<file path="config.mk">
export PLATFORM = sky130hd
export DESIGN_NAME = host_irq_ctrl
export DESIGN_NICKNAME = d
export VERILOG_FILES = /design/src/rtl/host_irq_pkg.sv /design/src/rtl/host_irq_decode.sv /design/src/rtl/host_irq_mask.sv /design/src/rtl/host_irq_status.sv /design/src/rtl/host_irq_line.sv /design/src/rtl/host_irq_ctrl.sv
export SDC_FILE = /design/constraint.sdc
export NUM_CORES = 1
export LEC_CHECK = 0
export BUFFER_PORTS_ARGS = -buffer_cell sky130_fd_sc_hd__buf_2
export CORE_ASPECT_RATIO = 2
export CORE_MARGIN = 4
export CORE_UTILIZATION = 50
export CTS_CLUSTER_DIAMETER = 120
export DETAILED_ROUTE_END_ITERATION = 10
export PLACE_DENSITY_LB_ADDON = 0.2
export SYNTH_ARGS = -nofsm -noshare
export SYNTH_HDL_FRONTEND = slang
export SYNTH_HIERARCHICAL = 1
export SYNTH_SLANG_ARGS = --single-unit
</file>
<file path="constraint.sdc">
create_clock -name clk -period 2.83 [get_ports clk]
set_input_delay 0.566 -clock clk [delete_from_list [all_inputs] [get_ports clk]]
set_output_delay 0.566 -clock clk [all_outputs]
set_load 0.1 [all_outputs]
</file>
<file path="src/rtl/host_irq_pkg.sv">
// Shared definitions for the host interrupt controller: register offsets
// and the decoded access strobes passed between the decoder and the
// state registers. Assumes a word-addressed bus with 3 address bits.
package host_irq_pkg;

    localparam int unsigned HI_ADDR_W = 3;

    typedef enum logic [HI_ADDR_W-1:0] {
        OFS_MASK      = 3'd0,
        OFS_MASK_SET  = 3'd1,
        OFS_MASK_CLR  = 3'd2,
        OFS_STAT_PEEK = 3'd3,
        OFS_STAT_COR  = 3'd4,
        OFS_ACK       = 3'd5
    } hi_ofs_e;

    typedef struct packed {
        logic mask_wr;
        logic mask_set;
        logic mask_clr;
        logic peek_rd;
        logic cor_rd;
        logic ack_wr;
    } hi_access_t;

endpackage

</file>
<file path="src/rtl/host_irq_decode.sv">
// Address decoder: turns offset plus strobes into one-hot access intents.
// Assumes the bus never raises write and read in the same cycle; when it
// does, both decoded intents are produced independently.
module host_irq_decode
    import host_irq_pkg::*;
(
    input  logic [HI_ADDR_W-1:0] addr,
    input  logic                 wr,
    input  logic                 rd,
    output hi_access_t           acc
);

    // Decode offset into per-view intent strobes.
    always_comb begin
        acc = '0;
        case (addr)
            OFS_MASK:      acc.mask_wr  = wr;
            OFS_MASK_SET:  acc.mask_set = wr;
            OFS_MASK_CLR:  acc.mask_clr = wr;
            OFS_STAT_PEEK: acc.peek_rd  = rd;
            OFS_STAT_COR:  acc.cor_rd   = rd;
            OFS_ACK:       acc.ack_wr   = wr;
            default:       acc = '0;
        endcase
    end

endmodule

</file>
<file path="src/rtl/host_irq_mask.sv">
// Mask register with direct, set-alias and clear-alias write views.
// Assumes at most one view is written per cycle (decoder guarantees it).
// Reserved bits are forced to 0 through IMPL.
module host_irq_mask
    import host_irq_pkg::*;
#(
    parameter int unsigned     W    = 32,
    parameter logic [W-1:0]    IMPL = '1,
    parameter logic [W-1:0]    RST  = '0
) (
    input  logic          clk,
    input  logic          rst_n,
    input  hi_access_t    acc,
    input  logic [W-1:0]  wdata,
    output logic [W-1:0]  mask_q
);

    logic [W-1:0] mask_d;

    // Select next mask value from the written view.
    always_comb begin
        mask_d = mask_q;
        if (acc.mask_wr)  mask_d = wdata;
        if (acc.mask_set) mask_d = mask_q | wdata;
        if (acc.mask_clr) mask_d = mask_q & ~wdata;
    end

    // Hold the mask, keeping reserved bits at zero.
    always_ff @(posedge clk) begin
        if (!rst_n) mask_q <= RST & IMPL;
        else        mask_q <= mask_d & IMPL;
    end

endmodule

</file>
<file path="src/rtl/host_irq_status.sv">
// Sticky status vector. Set by one-cycle source pulses and cleared by
// acknowledge writes or a clear-on-read. A pulse in the same cycle as a
// clear keeps its bit set.
module host_irq_status
    import host_irq_pkg::*;
#(
    parameter int unsigned  W    = 32,
    parameter logic [W-1:0] IMPL = '1
) (
    input  logic          clk,
    input  logic          rst_n,
    input  hi_access_t    acc,
    input  logic [W-1:0]  wdata,
    input  logic [W-1:0]  src,
    output logic [W-1:0]  stat_q
);

    logic [W-1:0] clr_vec;

    // Build the per-bit clear request from acknowledge and clear-on-read.
    always_comb begin
        clr_vec = '0;
        if (acc.ack_wr) clr_vec = clr_vec | wdata;
        if (acc.cor_rd) clr_vec = '1;
    end

    // Update status: clear first, then let new pulses win.
    always_ff @(posedge clk) begin
        if (!rst_n) stat_q <= '0;
        else        stat_q <= ((stat_q & ~clr_vec) | src) & IMPL;
    end

endmodule

</file>
<file path="src/rtl/host_irq_line.sv">
// Host interrupt line generator: registered OR-reduction of pending,
// unmasked status. The polarity is chosen by ACTIVE_LOW.
module host_irq_line #(
    parameter int unsigned W          = 32,
    parameter bit          ACTIVE_LOW = 1'b0
) (
    input  logic          clk,
    input  logic          rst_n,
    input  logic [W-1:0]  stat,
    input  logic [W-1:0]  mask,
    output logic          irq_o
);

    logic pend_q;

    // Register whether any unmasked event is pending.
    always_ff @(posedge clk) begin
        if (!rst_n) pend_q <= 1'b0;
        else        pend_q <= |(stat & ~mask);
    end

    generate
        if (ACTIVE_LOW) begin : g_low
            assign irq_o = ~pend_q;
        end else begin : g_high
            assign irq_o = pend_q;
        end
    endgenerate

endmodule

</file>
<file path="src/rtl/host_irq_ctrl.sv">
// Top of the host interrupt controller. Ties the decoder, the mask and
// status registers and the line generator together, and registers read
// data one cycle after the read strobe.
module host_irq_ctrl
    import host_irq_pkg::*;
#(
    parameter int unsigned          NUM_SRC    = 32,
    parameter logic [NUM_SRC-1:0]   IMPL_BITS  = 32'h0003_47FF,
    parameter logic [NUM_SRC-1:0]   MASK_RESET = 32'h0000_0001,
    parameter bit                   ACTIVE_LOW = 1'b0
) (
    input  logic                  clk,
    input  logic                  rst_n,
    input  logic [NUM_SRC-1:0]    src_pulse,
    input  logic [HI_ADDR_W-1:0]  bus_addr,
    input  logic                  bus_wr,
    input  logic                  bus_rd,
    input  logic [NUM_SRC-1:0]    bus_wdata,
    output logic [NUM_SRC-1:0]    bus_rdata,
    output logic                  host_irq
);

    hi_access_t          acc;
    logic [NUM_SRC-1:0]  mask_w;
    logic [NUM_SRC-1:0]  status_w;

    host_irq_decode u_dec (
        .addr (bus_addr),
        .wr   (bus_wr),
        .rd   (bus_rd),
        .acc  (acc)
    );

    host_irq_mask #(.W(NUM_SRC), .IMPL(IMPL_BITS), .RST(MASK_RESET)) u_mask (
        .clk    (clk),
        .rst_n  (rst_n),
        .acc    (acc),
        .wdata  (bus_wdata),
        .mask_q (mask_w)
    );

    host_irq_status #(.W(NUM_SRC), .IMPL(IMPL_BITS)) u_stat (
        .clk    (clk),
        .rst_n  (rst_n),
        .acc    (acc),
        .wdata  (bus_wdata),
        .src    (src_pulse),
        .stat_q (status_w)
    );

    host_irq_line #(.W(NUM_SRC), .ACTIVE_LOW(ACTIVE_LOW)) u_line (
        .clk   (clk),
        .rst_n (rst_n),
        .stat  (status_w),
        .mask  (mask_w),
        .irq_o (host_irq)
    );

    // Capture read data on the read strobe; write-only offsets give zero.
    always_ff @(posedge clk) begin
        if (!rst_n) begin
            bus_rdata <= '0;
        end else if (bus_rd) begin
            case (bus_addr)
                OFS_MASK:                    bus_rdata <= mask_w;
                OFS_STAT_PEEK, OFS_STAT_COR: bus_rdata <= status_w;
                default:                     bus_rdata <= '0;
            endcase
        end
    end

endmodule

</file>
# After elaboration in Yosys (flattened, before gate mapping)
# Index checks and enable logic that the tools add are counted.
# classes
n_mux	11
eq_ne	5
reduce_logical	4
bitwise_logic	8
# ops
op	count
18-bit two-way mux	5
18-bit AND	2
18-bit NOT	2
18-bit bitwise OR	2
18-bit case mux with 2 select lines	1
18-bit by 32-bit AND with 32-bit output	1
18-bit NOT with 32-bit output	1
32-bit OR reduction	1
3-bit by 2-bit == test with 1-bit output (second input constant)	2
3-bit == test (second input constant)	2
1-bit two-way mux	5
3-bit by 1-bit == test with 1-bit output (second input constant)	1
3-bit zero test	1
3-bit nonzero test	1
2-bit OR reduction	1
# totals
output_inout_bits	33
reg_bits	61
wordCells	32
in_bits	71

# Logic depth before layout (Yosys ltp)
# depth
ltp_word	7
mapped_depth	6
depth_no_buf	4

# Hierarchy
# Netlist, hierarchy kept.
# modules_own_cells
module	n_inst	cells_per_inst	seq_area_each_um2	area_each_um2
host_irq_ctrl	1	215	640.6	1739.2
host_irq_mask	1	96	280.3	802.0
host_irq_status	1	78	280.3	705.7
host_irq_line	1	55	20.0	277.8
host_irq_decode	1	6	0.0	75.1

# Least setup slack after synthesis
# OpenSTA, ideal clock, no wires.
# synth_path
path_type	input port to flip-flop
start	in bus_addr[1]
end	reg u_mask.mask_q[10]
path_stages	5
setup_slack_ns	1.130
setup_ns	0.115
t_required_ns	2.715
path_buffers	1
arrival_ns	1.585
cell_sequence	nor4b_2 > or3b_4 > buf_6 > o211ai_2 > nor2_1
# synth_via
elab_chain_cells	4
word_cells_on_any_way	9
cone_classes	eq/ne: 2; mux: 5; reduce/logical: 2
# synth_lines
item	line_no	text
start: declaration	host_irq_ctrl.sv:15	input logic [HI_ADDR_W-1:0] bus_addr,
3-bit by 1-bit == test with 1-bit output	host_irq_decode.sv:16	case (addr)
1-bit two-way mux	host_irq_decode.sv:16	
18-bit two-way mux	host_irq_mask.sv:24	if (acc.mask_set) mask_d = mask_q | wdata;
18-bit two-way mux	host_irq_mask.sv:25	if (acc.mask_clr) mask_d = mask_q & ~wdata;
end signal: assignment	host_irq_mask.sv:30	if (!rst_n) mask_q <= RST & IMPL;
end signal: assignment	host_irq_mask.sv:31	else mask_q <= mask_d & IMPL;
end: declaration	host_irq_mask.sv:15	output logic [W-1:0] mask_q
# Several ways; a longest one is shown, not always the timed one.
# A chain may end at the register's enable or synchronous reset.

# Worst setup path in the final report
# layout_path
start	reg bus_rdata[1]
end	out bus_rdata[1]
# layout_rtl
item	line_no	text
start: declaration	host_irq_ctrl.sv:19	output logic [NUM_SRC-1:0] bus_rdata,
start signal: assignment	host_irq_ctrl.sv:65	OFS_MASK: bus_rdata <= mask_w;
start signal: assignment	host_irq_ctrl.sv:66	OFS_STAT_PEEK, OFS_STAT_COR: bus_rdata <= status_w;
# No word-level cell between the ends.

==> out/results.txt <==
critical-path cell list: buf_2
antenna-violating nets left: 0
Worst-path clk slew: 0.05 ns
Final Max Tran Viols: 0
critical path type: reg -> out
Max-Cap Viols: 0
First-pass DRT Iterations: 5
Cells after Synth: 449
antenna violations before repair: 0
Placeable Area: 6940 µm²
share of layout cells above drive strength 1: 0.270
Largest delay share family, worst path: buffers and inverters
power density over cell area: 654 nW/µm²
detailed placer's ending HPWL: 6210 µm
sequential cell area: 1220 µm²
HP Class: in -> reg
I/O pins: 104
final hold violations: 0
gr usage total: 0.223
First DRT Iteration DRCs: 133
share of power burned in combinational logic: 0.196
RSZ-0062 raised after global routing: false
Pint: 1.87 mW
largest net degree at the start of global routing: 50
Clock Path Buffers: 2
area occupied by multi-input gates: 1870 µm²
Fillers: 646
worst endpoint data arrival time: 1.17 ns
post-CTS sizing: 0
WL/cell: 15.1 µm
setup repair bufs after CTS: 0
DR vias: 3172
port buffer count: 67
RR Startpoint: u_stat/stat_q[1]
Slew HR: 0.443
vias in the first global route: 3070
final worst path period share: 0.614
setup total negative slack: 0 ns
worst-path maximum fanout: 2
worst reg2reg path depth: 4
Max Freq: 0.575 GHz
first-pass GRT wire length: 14500 µm
fin crit period: 1.74 ns
Hold-fix buffers, CTS: 0
Tot Pwr: 2.68 mW
Hold Path Stages: 2
CTS tree: built
Sw Share: 0.301
Hold Path End: u_stat/stat_q[7]
Area Overhead vs Synth: 14.0%
Worst Setup End Kind: output pin
Startpoint Class: register
clock latency on the worst-skew pair: 0.33 ns
Sw Pwr: 0.805 mW
most frequent cells in the layout: 77 x nand2_1, 67 x buf_2, 61 x dfxtp_1
status: complete, no violations
antenna cell count: 0
Die Ht: 128 µm
r2r endpoint: u_line/irq_o
row count: 43
mapped cell area: 3590 µm²
Initial Utilization: 0.517
CP max-delay cell: buf_2
Leak Pwr: 1.70 nW
Avg Cell Area, Syn: 7.99 µm²
Num Clock Sinks: 61
Max VDD drop: 476 µV
die width: 67.9 µm
DR DRC count: 0
die area: 8680 µm²
DR vias/cell: 5.31
clock root buffer: clkbuf_16
total gr overflow: 0
clock skew: 0.00262 ns
hold path start: src_pulse[7]
Slowest Stage Delay on Critical Path: 0.45 ns
CTS H-tree depth: 3
commonest non-fill, non-tap cell in the layout: nand2_1
Post-Route WL: 9030 µm
clock power share: 0.449
Ys Warns: 6
gpl congestion: 0.839
Worst Setup SP: bus_rdata[1]
CTS buffer count: 9
register share of total power: 0.354
Required @ worst endpoint: 2.26 ns
# setup viols final: 0
flop2flop setup slack: 1.58 ns
worst slew pin tran: 0.836 ns
CP bufs+invs: 1
nets: 573
fin util: 0.589
-- metal layers --
layer  share of wire  track usage  up-vias  wire, µm
met5               0            0        -         0
met4           0.017       0.0844        0       153
met3           0.054       0.0518       11       487
met2            0.53        0.399       92      4780
met1            0.40        0.247     1474      3610
li1                -            -     1595         -
-- through the flow --
| stage | hold slack [ns] | setup slack [ns] | instances | area (µm²) |
|---|---|---|---|---|
| floorplan | 0.470 | 1.13 | 483 | 3720 |
| global placement | 0.491 | 0.834 | 581 | 3760 |
| detailed placement | 0.494 | 0.826 | 581 | 3760 |
| CTS | 0.432 | 1.06 | 597 | 4090 |
| global route | 0.455 | 1.07 | 597 | 4090 |
| finish | 0.442 | 1.09 | 597 | 4090 |
-- flip-flops by register name, indices dropped and copies added (netlist names) --
| name | flops |
|---|---|
| u_mask/mask_q | 14 |
| bus_rdata | 32 |
| u_line/irq_o | 1 |
| u_stat/stat_q | 14 |
-- how the worst max path moves through the flow --
stage	to	slack (ns)	depth (start not counted)
floorplan	u_mask/mask_q[10]	1.13	5
global placement	u_mask/mask_q[5]	0.83	5
detailed placement	u_mask/mask_q[5]	0.83	5
CTS	bus_rdata[1]	1.06	1
global route	bus_rdata[1]	1.07	1
finish	bus_rdata[1]	1.09	1
-- power by group through the flow --
stage	registers [mW]	logic [mW]	clock network [mW]
after detailed placement	0.966	0.517	0
after CTS	0.948	0.519	1.22
after floorplan	1.16	0.249	0
final	0.948	0.525	1.20
after global placement	0.964	0.514	0
after global routing	0.953	0.566	1.25
-- layout make-up --
class | instances | area share
Inverter | 47 | 0.0431
Clock inverter | 4 | 0.0171
Clock buffer | 12 | 0.0627
Multi-Input combinational cell | 310 | 0.458
Timing Repair Buffer | 73 | 0.0930
Sequential cell | 61 | 0.299
Tap cell | 90 | 0.0275
Note: power is estimated with default switching activity, not from simulation.
